--- config.mk ---
export PLATFORM = sky130hd
export DESIGN_NAME = hb_nonoverlap_drv
export DESIGN_NICKNAME = d
export VERILOG_FILES = /design/src/rtl/hb_drv_pkg.sv /design/src/rtl/hb_code_latch.sv /design/src/rtl/hb_dec_in.sv /design/src/rtl/hb_leg.sv /design/src/rtl/hb_nonoverlap_drv.sv
export SDC_FILE = /design/constraint.sdc
export NUM_CORES = 1
export LEC_CHECK = 0
export BUFFER_PORTS_ARGS = -buffer_cell sky130_fd_sc_hd__clkbuf_2
export CAP_MARGIN = 5
export CORE_MARGIN = 4
export CORE_UTILIZATION = 41
export DETAILED_ROUTE_END_ITERATION = 12
export GPL_TIMING_DRIVEN = 0
export HOLD_SLACK_MARGIN = 0.1
export PLACE_DENSITY = 0.65
export REMOVE_ABC_BUFFERS = 1
export SLEW_MARGIN = 40
export SYNTH_ARGS = -nofsm -noshare
export SYNTH_HDL_FRONTEND = slang
export SYNTH_SLANG_ARGS = --single-unit
--- constraint.sdc ---
create_clock -name clk -period 1.9 [get_ports clk]
set_clock_uncertainty 0.05 [all_clocks]
set_input_delay 0 -clock clk [delete_from_list [all_inputs] [get_ports clk]]
set_output_delay 0 -clock clk [all_outputs]
set_load 0.01 [all_outputs]
--- src/rtl/hb_drv_pkg.sv ---
`timescale 1ns/1ps
package hb_drv_pkg;

  typedef struct packed {
    logic hi;
    logic lo;
  } leg_gate_t;

  // Dead interval in picoseconds for each select value.
  function automatic int unsigned gap_ps(input logic [2:0] sel);
    case (sel)
      3'd0: return 62000;
      3'd1: return 49000;
      3'd2: return 37000;
      3'd3: return 24000;
      3'd4: return 15000;
      3'd5: return 13500;
      3'd6: return 12000;
      default: return 9000;
    endcase
  endfunction

  // Rounded-up cycle count, never below one.
  function automatic int unsigned gap_cycles(input logic [2:0] sel,
                                             input int unsigned tclk_ps);
    int unsigned n;
    n = (gap_ps(sel) + tclk_ps - 1) / tclk_ps;
    if (n < 1) n = 1;
    return n;
  endfunction

endpackage

--- src/rtl/hb_code_latch.sv ---
`timescale 1ns/1ps
module hb_code_latch #(
  parameter int unsigned TCLK_PS = 4000,
  parameter int unsigned CNT_W   = 5
) (
  input  logic             clk,
  input  logic             rst_n,
  input  logic [2:0]       code_in,
  output logic             run,
  output logic [CNT_W-1:0] ival
);
  localparam int unsigned NSEL = 8;

  logic [CNT_W-1:0] tbl [NSEL];
  logic             run_q;
  logic [CNT_W-1:0] ival_q;

  for (genvar i = 0; i < NSEL; i++) begin : g_tbl
    assign tbl[i] = CNT_W'(hb_drv_pkg::gap_cycles(3'(i), TCLK_PS));
  end

  always_ff @(posedge clk) begin
    if (!rst_n) begin
      run_q  <= 1'b0;
      ival_q <= tbl[0];
    end else begin
      run_q <= 1'b1;
      if (!run_q) ival_q <= tbl[code_in];
    end
  end

  assign run  = run_q;
  assign ival = ival_q;
endmodule

--- src/rtl/hb_dec_in.sv ---
`timescale 1ns/1ps
module hb_dec_in (
  input  logic clk,
  input  logic rst_n,
  input  logic run,
  input  logic dec_valid,
  input  logic dec_bit,
  output logic dec_ready,
  output logic dec_q
);
  logic take;

  assign dec_ready = run;
  assign take      = dec_valid && run;

  always_ff @(posedge clk) begin
    if (!rst_n)    dec_q <= 1'b0;
    else if (take) dec_q <= dec_bit;
  end
endmodule

--- src/rtl/hb_leg.sv ---
`timescale 1ns/1ps
module hb_leg #(
  parameter int unsigned CNT_W  = 5,
  parameter bit          INVERT = 1'b0
) (
  input  logic                  clk,
  input  logic                  rst_n,
  input  logic                  force_off,
  input  logic                  dec,
  input  logic [CNT_W-1:0]      ival,
  output hb_drv_pkg::leg_gate_t gate
);
  logic             want;
  logic             side_q;
  logic [CNT_W-1:0] cnt_q;
  logic             hi_q;
  logic             lo_q;

  assign want = dec ^ INVERT;

  always_ff @(posedge clk) begin
    if (!rst_n) begin
      hi_q   <= 1'b0;
      lo_q   <= 1'b0;
      side_q <= 1'b0;
      cnt_q  <= '0;
    end else if (force_off || (want != side_q)) begin
      // release now, arm the dead interval for the requested side
      hi_q   <= 1'b0;
      lo_q   <= 1'b0;
      side_q <= want;
      cnt_q  <= ival;
    end else if (cnt_q != '0) begin
      cnt_q <= cnt_q - CNT_W'(1);
      if (cnt_q == CNT_W'(1)) begin
        hi_q <= side_q;
        lo_q <= !side_q;
      end
    end
  end

  assign gate.hi = hi_q;
  assign gate.lo = lo_q;
endmodule

--- src/rtl/hb_nonoverlap_drv.sv ---
`timescale 1ns/1ps
module hb_nonoverlap_drv #(
  parameter int unsigned TCLK_PS = 4000
) (
  input  logic       clk,
  input  logic       rst_n,
  input  logic       mute,
  input  logic       fault,
  input  logic [2:0] dly_code,
  input  logic       dec_valid,
  output logic       dec_ready,
  input  logic       dec_bit,
  output logic       gate_hi_a,
  output logic       gate_lo_a,
  output logic       gate_hi_b,
  output logic       gate_lo_b
);
  localparam int unsigned MAX_CYC = hb_drv_pkg::gap_cycles(3'd0, TCLK_PS);
  localparam int unsigned CNT_W   = $clog2(MAX_CYC + 1);
  localparam int unsigned NLEG    = 2;

  logic                  run;
  logic [CNT_W-1:0]      ival_w;
  logic                  dec_q;
  logic                  force_off;
  hb_drv_pkg::leg_gate_t legs [NLEG];

  hb_code_latch #(.TCLK_PS(TCLK_PS), .CNT_W(CNT_W)) latch_i (
    .clk    (clk),
    .rst_n  (rst_n),
    .code_in(dly_code),
    .run    (run),
    .ival   (ival_w)
  );

  hb_dec_in dec_i (
    .clk      (clk),
    .rst_n    (rst_n),
    .run      (run),
    .dec_valid(dec_valid),
    .dec_bit  (dec_bit),
    .dec_ready(dec_ready),
    .dec_q    (dec_q)
  );

  assign force_off = !run || mute || fault;

  for (genvar g = 0; g < NLEG; g++) begin : g_leg
    hb_leg #(.CNT_W(CNT_W), .INVERT(g[0])) leg_i (
      .clk      (clk),
      .rst_n    (rst_n),
      .force_off(force_off),
      .dec      (dec_q),
      .ival     (ival_w),
      .gate     (legs[g])
    );
  end

  assign gate_hi_a = legs[0].hi;
  assign gate_lo_a = legs[0].lo;
  assign gate_hi_b = legs[1].hi;
  assign gate_lo_b = legs[1].lo;
endmodule

* Word-level counts from Yosys, hierarchy flattened
Memory sizes are Yosys's and may differ from the RTL's. A register that Yosys moved wholly into a read port is not among the register bits. Index checks and enable logic that the tools add are counted.
Storage, ports and cells: flip-flop bits (word level) 18, bits in read-only memories 40, output and inout bits 5, word-level logic and storage cells 43, memories 1
Memories:
- (name not given) | words 8, width 5, rd ports 1, clocked after memory_dff 1, wr ports 0, RTL line hb_code_latch.sv:28 | if (!run_q) ival_q <= tbl[code_in];
Cells by class: $add $sub $neg 2, equal/unequal tests 4, mux-type cells 5, bitwise operators 3, reductions and logical operators 18
Operator list (count):
- $mux W5 | 4
- $eq A5 B1 Y1 const B | 2
- $reduce_bool A5 Y1 | 2
- $sub A5 B1 Y5 const B | 2
- $logic_not A1 Y1 | 5
- $logic_or A1 B1 Y1 | 4
- $not A3 Y4 | 1
- $reduce_and A2 Y1 | 2
- $reduce_bool A2 Y1 | 2
- $reduce_or A2 Y1 | 2
- $ne A1 B1 Y1 | 2
- $not A1 Y1 | 2
- $logic_and A1 B1 Y1 | 1
- $mux W1 | 1

* Depth between registers and ports, before layout
depth in word-level cells 5, depth in mapped cells 5

* By module
Synthesis repeated with hierarchy kept, for this count alone.
Second synthesis, totals: cell total of the unflattened synthesis 135, area total of the unflattened synthesis 1212.4 µm²
By module, submodules not included:
- hb_leg at g_leg[0].leg_i | instances 1, cells an instance 51, area an instance 440.4 µm², seq. area each 160.2 µm²
- hb_leg at g_leg[1].leg_i | instances 1, cells an instance 51, area an instance 437.9 µm², seq. area each 160.2 µm²
- hb_code_latch | instances 1, cells an instance 26, area an instance 276.5 µm², seq. area each 120.1 µm²
- hb_dec_in | instances 1, cells an instance 6, area an instance 48.8 µm², seq. area each 20.0 µm²
- hb_nonoverlap_drv | instances 1, cells an instance 1, area an instance 8.8 µm², seq. area each 0.0 µm²

* Least setup slack after synthesis
No wires, ideal clock.
path type register -> register, start point register g_leg[0].leg_i.cnt_q[0], end point register g_leg[0].leg_i.cnt_q[1], library setup time 74 ps, arrival 1531 ps, setup slack 246 ps, stages on the path, launching flop included 6, period minus slack after synthesis 1654 ps, cells stage by stage dfxtp_1 > inv_1 > ha_1 > or4b_4 > mux2_4 > o22ai_2
Between the ends: longest elaborated chain between the ends 3, elaborated cells between the ends (all ways) 5
RTL lines:
- start: declaration | RTL line hb_leg.sv:15 | logic [CNT_W-1:0] cnt_q;
- start signal: assignment | RTL line hb_leg.sv:32 | cnt_q <= ival;
- start signal: assignment | RTL line hb_leg.sv:34 | cnt_q <= cnt_q - CNT_W'(1);
- $sub A5 B1 Y5 | RTL line hb_leg.sv:34
- $mux W5 | RTL line hb_leg.sv:33 | end else if (cnt_q != '0) begin
- $mux W5 | RTL line hb_leg.sv:27 | end else if (force_off || (want != side_q)) begin
Several ways; a longest one is shown, not always the timed one. The select of a mux whose other input is x is not followed. A chain may end at the register's enable or synchronous reset.

* Final worst setup path
start point register g_leg[0].leg_i.cnt_q[1], end point register g_leg[0].leg_i.cnt_q[1]
The elaborated chain is that of the path after synthesis.

==> impl_metrics.env <==
export IMPL_outcome="completed"
export IMPL_synth_most_common_cell="dfxtp_1"
export IMPL_slew_headroom=0.699
export IMPL_grt_max_degree=14
export IMPL_synth_top_area_cell="dfxtp_1"
export IMPL_synth_top_area_share=0.399
export IMPL_cts_buffers=3
export IMPL_drive_gt1_frac=0.174
export IMPL_preCtsSetupSlack_ns=0.145
export IMPL_cts_sinks=23
export IMPL_seq_area_frac_synth=0.399
export IMPL_synth_edf_count=0
export IMPL_cp_required_ns=2.09
export IMPL_syn_to_final_growth_pct=18.0
export IMPL_power_leakage_nw=0.547
export IMPL_core_um2=2590
export IMPL_ir_drop_v=0.000397
export IMPL_combinationalPowerShare=0.190
export IMPL_drt_iter0_markers=29
export IMPL_synth_cell_types=35
export IMPL_hpwlAfterDp_um=1650
export IMPL_async_flop_share=0
export IMPL_ys_warn_count=0
export IMPL_overflow=0
export IMPL_power_density_nw_per_um2=690
export IMPL_clk_latency_ns=0.31
export IMPL_switching_share=0.275
export IMPL_route_detailed_drc=0
export IMPL_grt_usage=0.139
export IMPL_die_x_um=61.0
export IMPL_fin_area_um2=1360
export IMPL_dpl_cell_count=165
export IMPL_period_needed_ns=1.78
export IMPL_pwr_share_clk=0.243
export IMPL_avgSynthCellArea_um2=9.08
export IMPL_port_buffers=13
export IMPL_finalHoldViolCount=0
export IMPL_dieArea_um2=3730
export IMPL_grt_pass1_vias=947
export IMPL_setup_ws_ns=0.123
export IMPL_finalSetupTns_ns=0
export IMPL_routed_wl_um=2230
export IMPL_synth_area_leaders="dfxtp_1, ha_1, a21oi_1, inv_1, xnor2_1"
export IMPL_ys_top_cells_by_count="dfxtp_1, inv_1, a21oi_1, nor2_1"
export IMPL_drtAntennaViolNets=0
export IMPL_cts_root_buf="clkbuf_4"
export IMPL_start_kind="flip-flop"
export IMPL_p_sw_uw=258
export IMPL_power_share_sequential=0.567
export IMPL_cts_buffer_depth=2
export IMPL_fmax_mhz=563
export IMPL_worst_pin_slew_ns=0.450
export IMPL_initial_core_util=0.445
export IMPL_synthCells=127
export IMPL_drv_cap=0
export IMPL_hold_path_class="input port to flip-flop"
export IMPL_synth_seq_cells=23
export IMPL_cts_setup_buffers=0
export IMPL_routedWlPerCell_um=12.5
export IMPL_synthesis_area_um2=1150
export IMPL_globalplace_congestion=0.779
export IMPL_crit_arrival_ns=1.97
export IMPL_nets=165
export IMPL_cp_end_kind="flip-flop"
export IMPL_firstDrtPassIters=4
export IMPL_io_pins=14
export IMPL_diodes=0
export IMPL_path_max_fanout=5
export IMPL_grt_first_pass_wirelength_um=3930
export IMPL_vias_per_cell=5.33
export IMPL_final_core_util=0.526
export IMPL_path_class="flip-flop to flip-flop"
export IMPL_slew_viol_final=0
export IMPL_dpl_instance_area_um2=1230
export IMPL_cts_tree="yes"
export IMPL_setup_violations=0
export IMPL_path_clk_slew_ns=0.14
export IMPL_htreeDepth=1
export IMPL_synth_top_flop_cell="dfxtp_1"
export IMPL_antenna_found_initial=0
export IMPL_stdcell_count=179
export IMPL_num_rows=18
export IMPL_vias=954
export IMPL_die_y_um=61.0
export IMPL_internal_power_uw=681
export IMPL_fin_crit_sh=0.935
export IMPL_rsz0062_at_grt="no"
[power by group through the flow]
| stage | sequential, mW | combinational, mW | clock, mW |
|---|---|---|---|
| 3_5_place_dp | 0.543 | 0.162 | 0 |
| 3_3_place_gp | 0.542 | 0.157 | 0 |
| 5_1_grt | 0.537 | 0.198 | 0.259 |
| 4_1_cts | 0.532 | 0.179 | 0.232 |
| 6_report | 0.532 | 0.178 | 0.228 |
| 2_1_floorplan | 0.537 | 0.126 | 0 |
[sequential cells by signal, summed over array words and instances (netlist names)]
| signal | flops |
|---|---|
| latch_i.ival | 5 |
| g_leg.leg_i.side_q | 2 |
| latch_i.run | 1 |
| g_leg.leg_i.hi_q | 2 |
| g_leg.leg_i.cnt_q | 10 |
| dec_i.dec_q | 1 |
| g_leg.leg_i.lo_q | 2 |
[metrics by stage]
step                hold WS (ns)  power, mW
detailed placement         0.183      0.705
CTS                        0.398      0.943
global placement           0.189      0.699
floorplan                -0.0223      0.663
finish                     0.418      0.939
global route               0.424      0.994
[layout make-up]
class                      instances  area [um2]
fill                             241        1230
clock inverter                     1        5.00
tap                               30        37.5
inverter                          12        45.0
sequential                        23         460
timing repair buffer              23         165
clock buffer                       3        22.5
multi-input combinational         87         626
[layout by cell type (no fill, tap or decap), types with 6 or more instances in the layout]
master / count
nand2_1: 6
clkbuf_2: 13
dfxtp_1: 23
nor2_1: 8
o21ai_1: 6
dlygate4sd3_1: 10
a21oi_1: 10
inv_1: 12
ha_1: 6
[critical path: stages, from the launching register on]
cell and delay (ns):
dfxtp_1 0.33, inv_1 0.09, ha_1 0.26, or4b_4 0.52, mux2_4 0.32, o22ai_2 0.15
[what timing repair did]
action,4_1_cts,5_1_grt
endpoints found under the hold margin,21,0
resized for setup,0,0
hold buffers,10,0
[routing by layer]
metal | vias up | global-route usage | share of wire
met2 | 17 | 0.255 | 0.48
met5 | - | 0 | 0
li1 | 490 | - | -
met3 | 2 | 0.0314 | 0.039
met4 | 0 | 0.0372 | 0.0058
met1 | 445 | 0.162 | 0.47
[final timing paths]
kind              slack (ns)                       to               startpoint  cells past startpoint
setup / recovery        0.12  g_leg[0].leg_i.cnt_q[1]  g_leg[0].leg_i.cnt_q[1]                      5
hold / removal          0.42              latch_i.run                    rst_n                      2
setup reg to reg        0.12  g_leg[0].leg_i.cnt_q[1]  g_leg[0].leg_i.cnt_q[1]                      5
hold reg to reg         0.44      g_leg[1].leg_i.hi_q      g_leg[1].leg_i.hi_q                      2
[kinds of logic after synthesis]
group                    share of synthesized area
AO/OA/AOI/OAI                                0.157
XOR/XNOR                                    0.0683
multiplexers                                0.0499
adder cells (fa/ha/maj)                     0.0651
flip-flops                                   0.399
AND/OR/NAND/NOR                              0.202
buffers and inverters                       0.0586
Note: power is estimated with default switching activity, not from simulation.
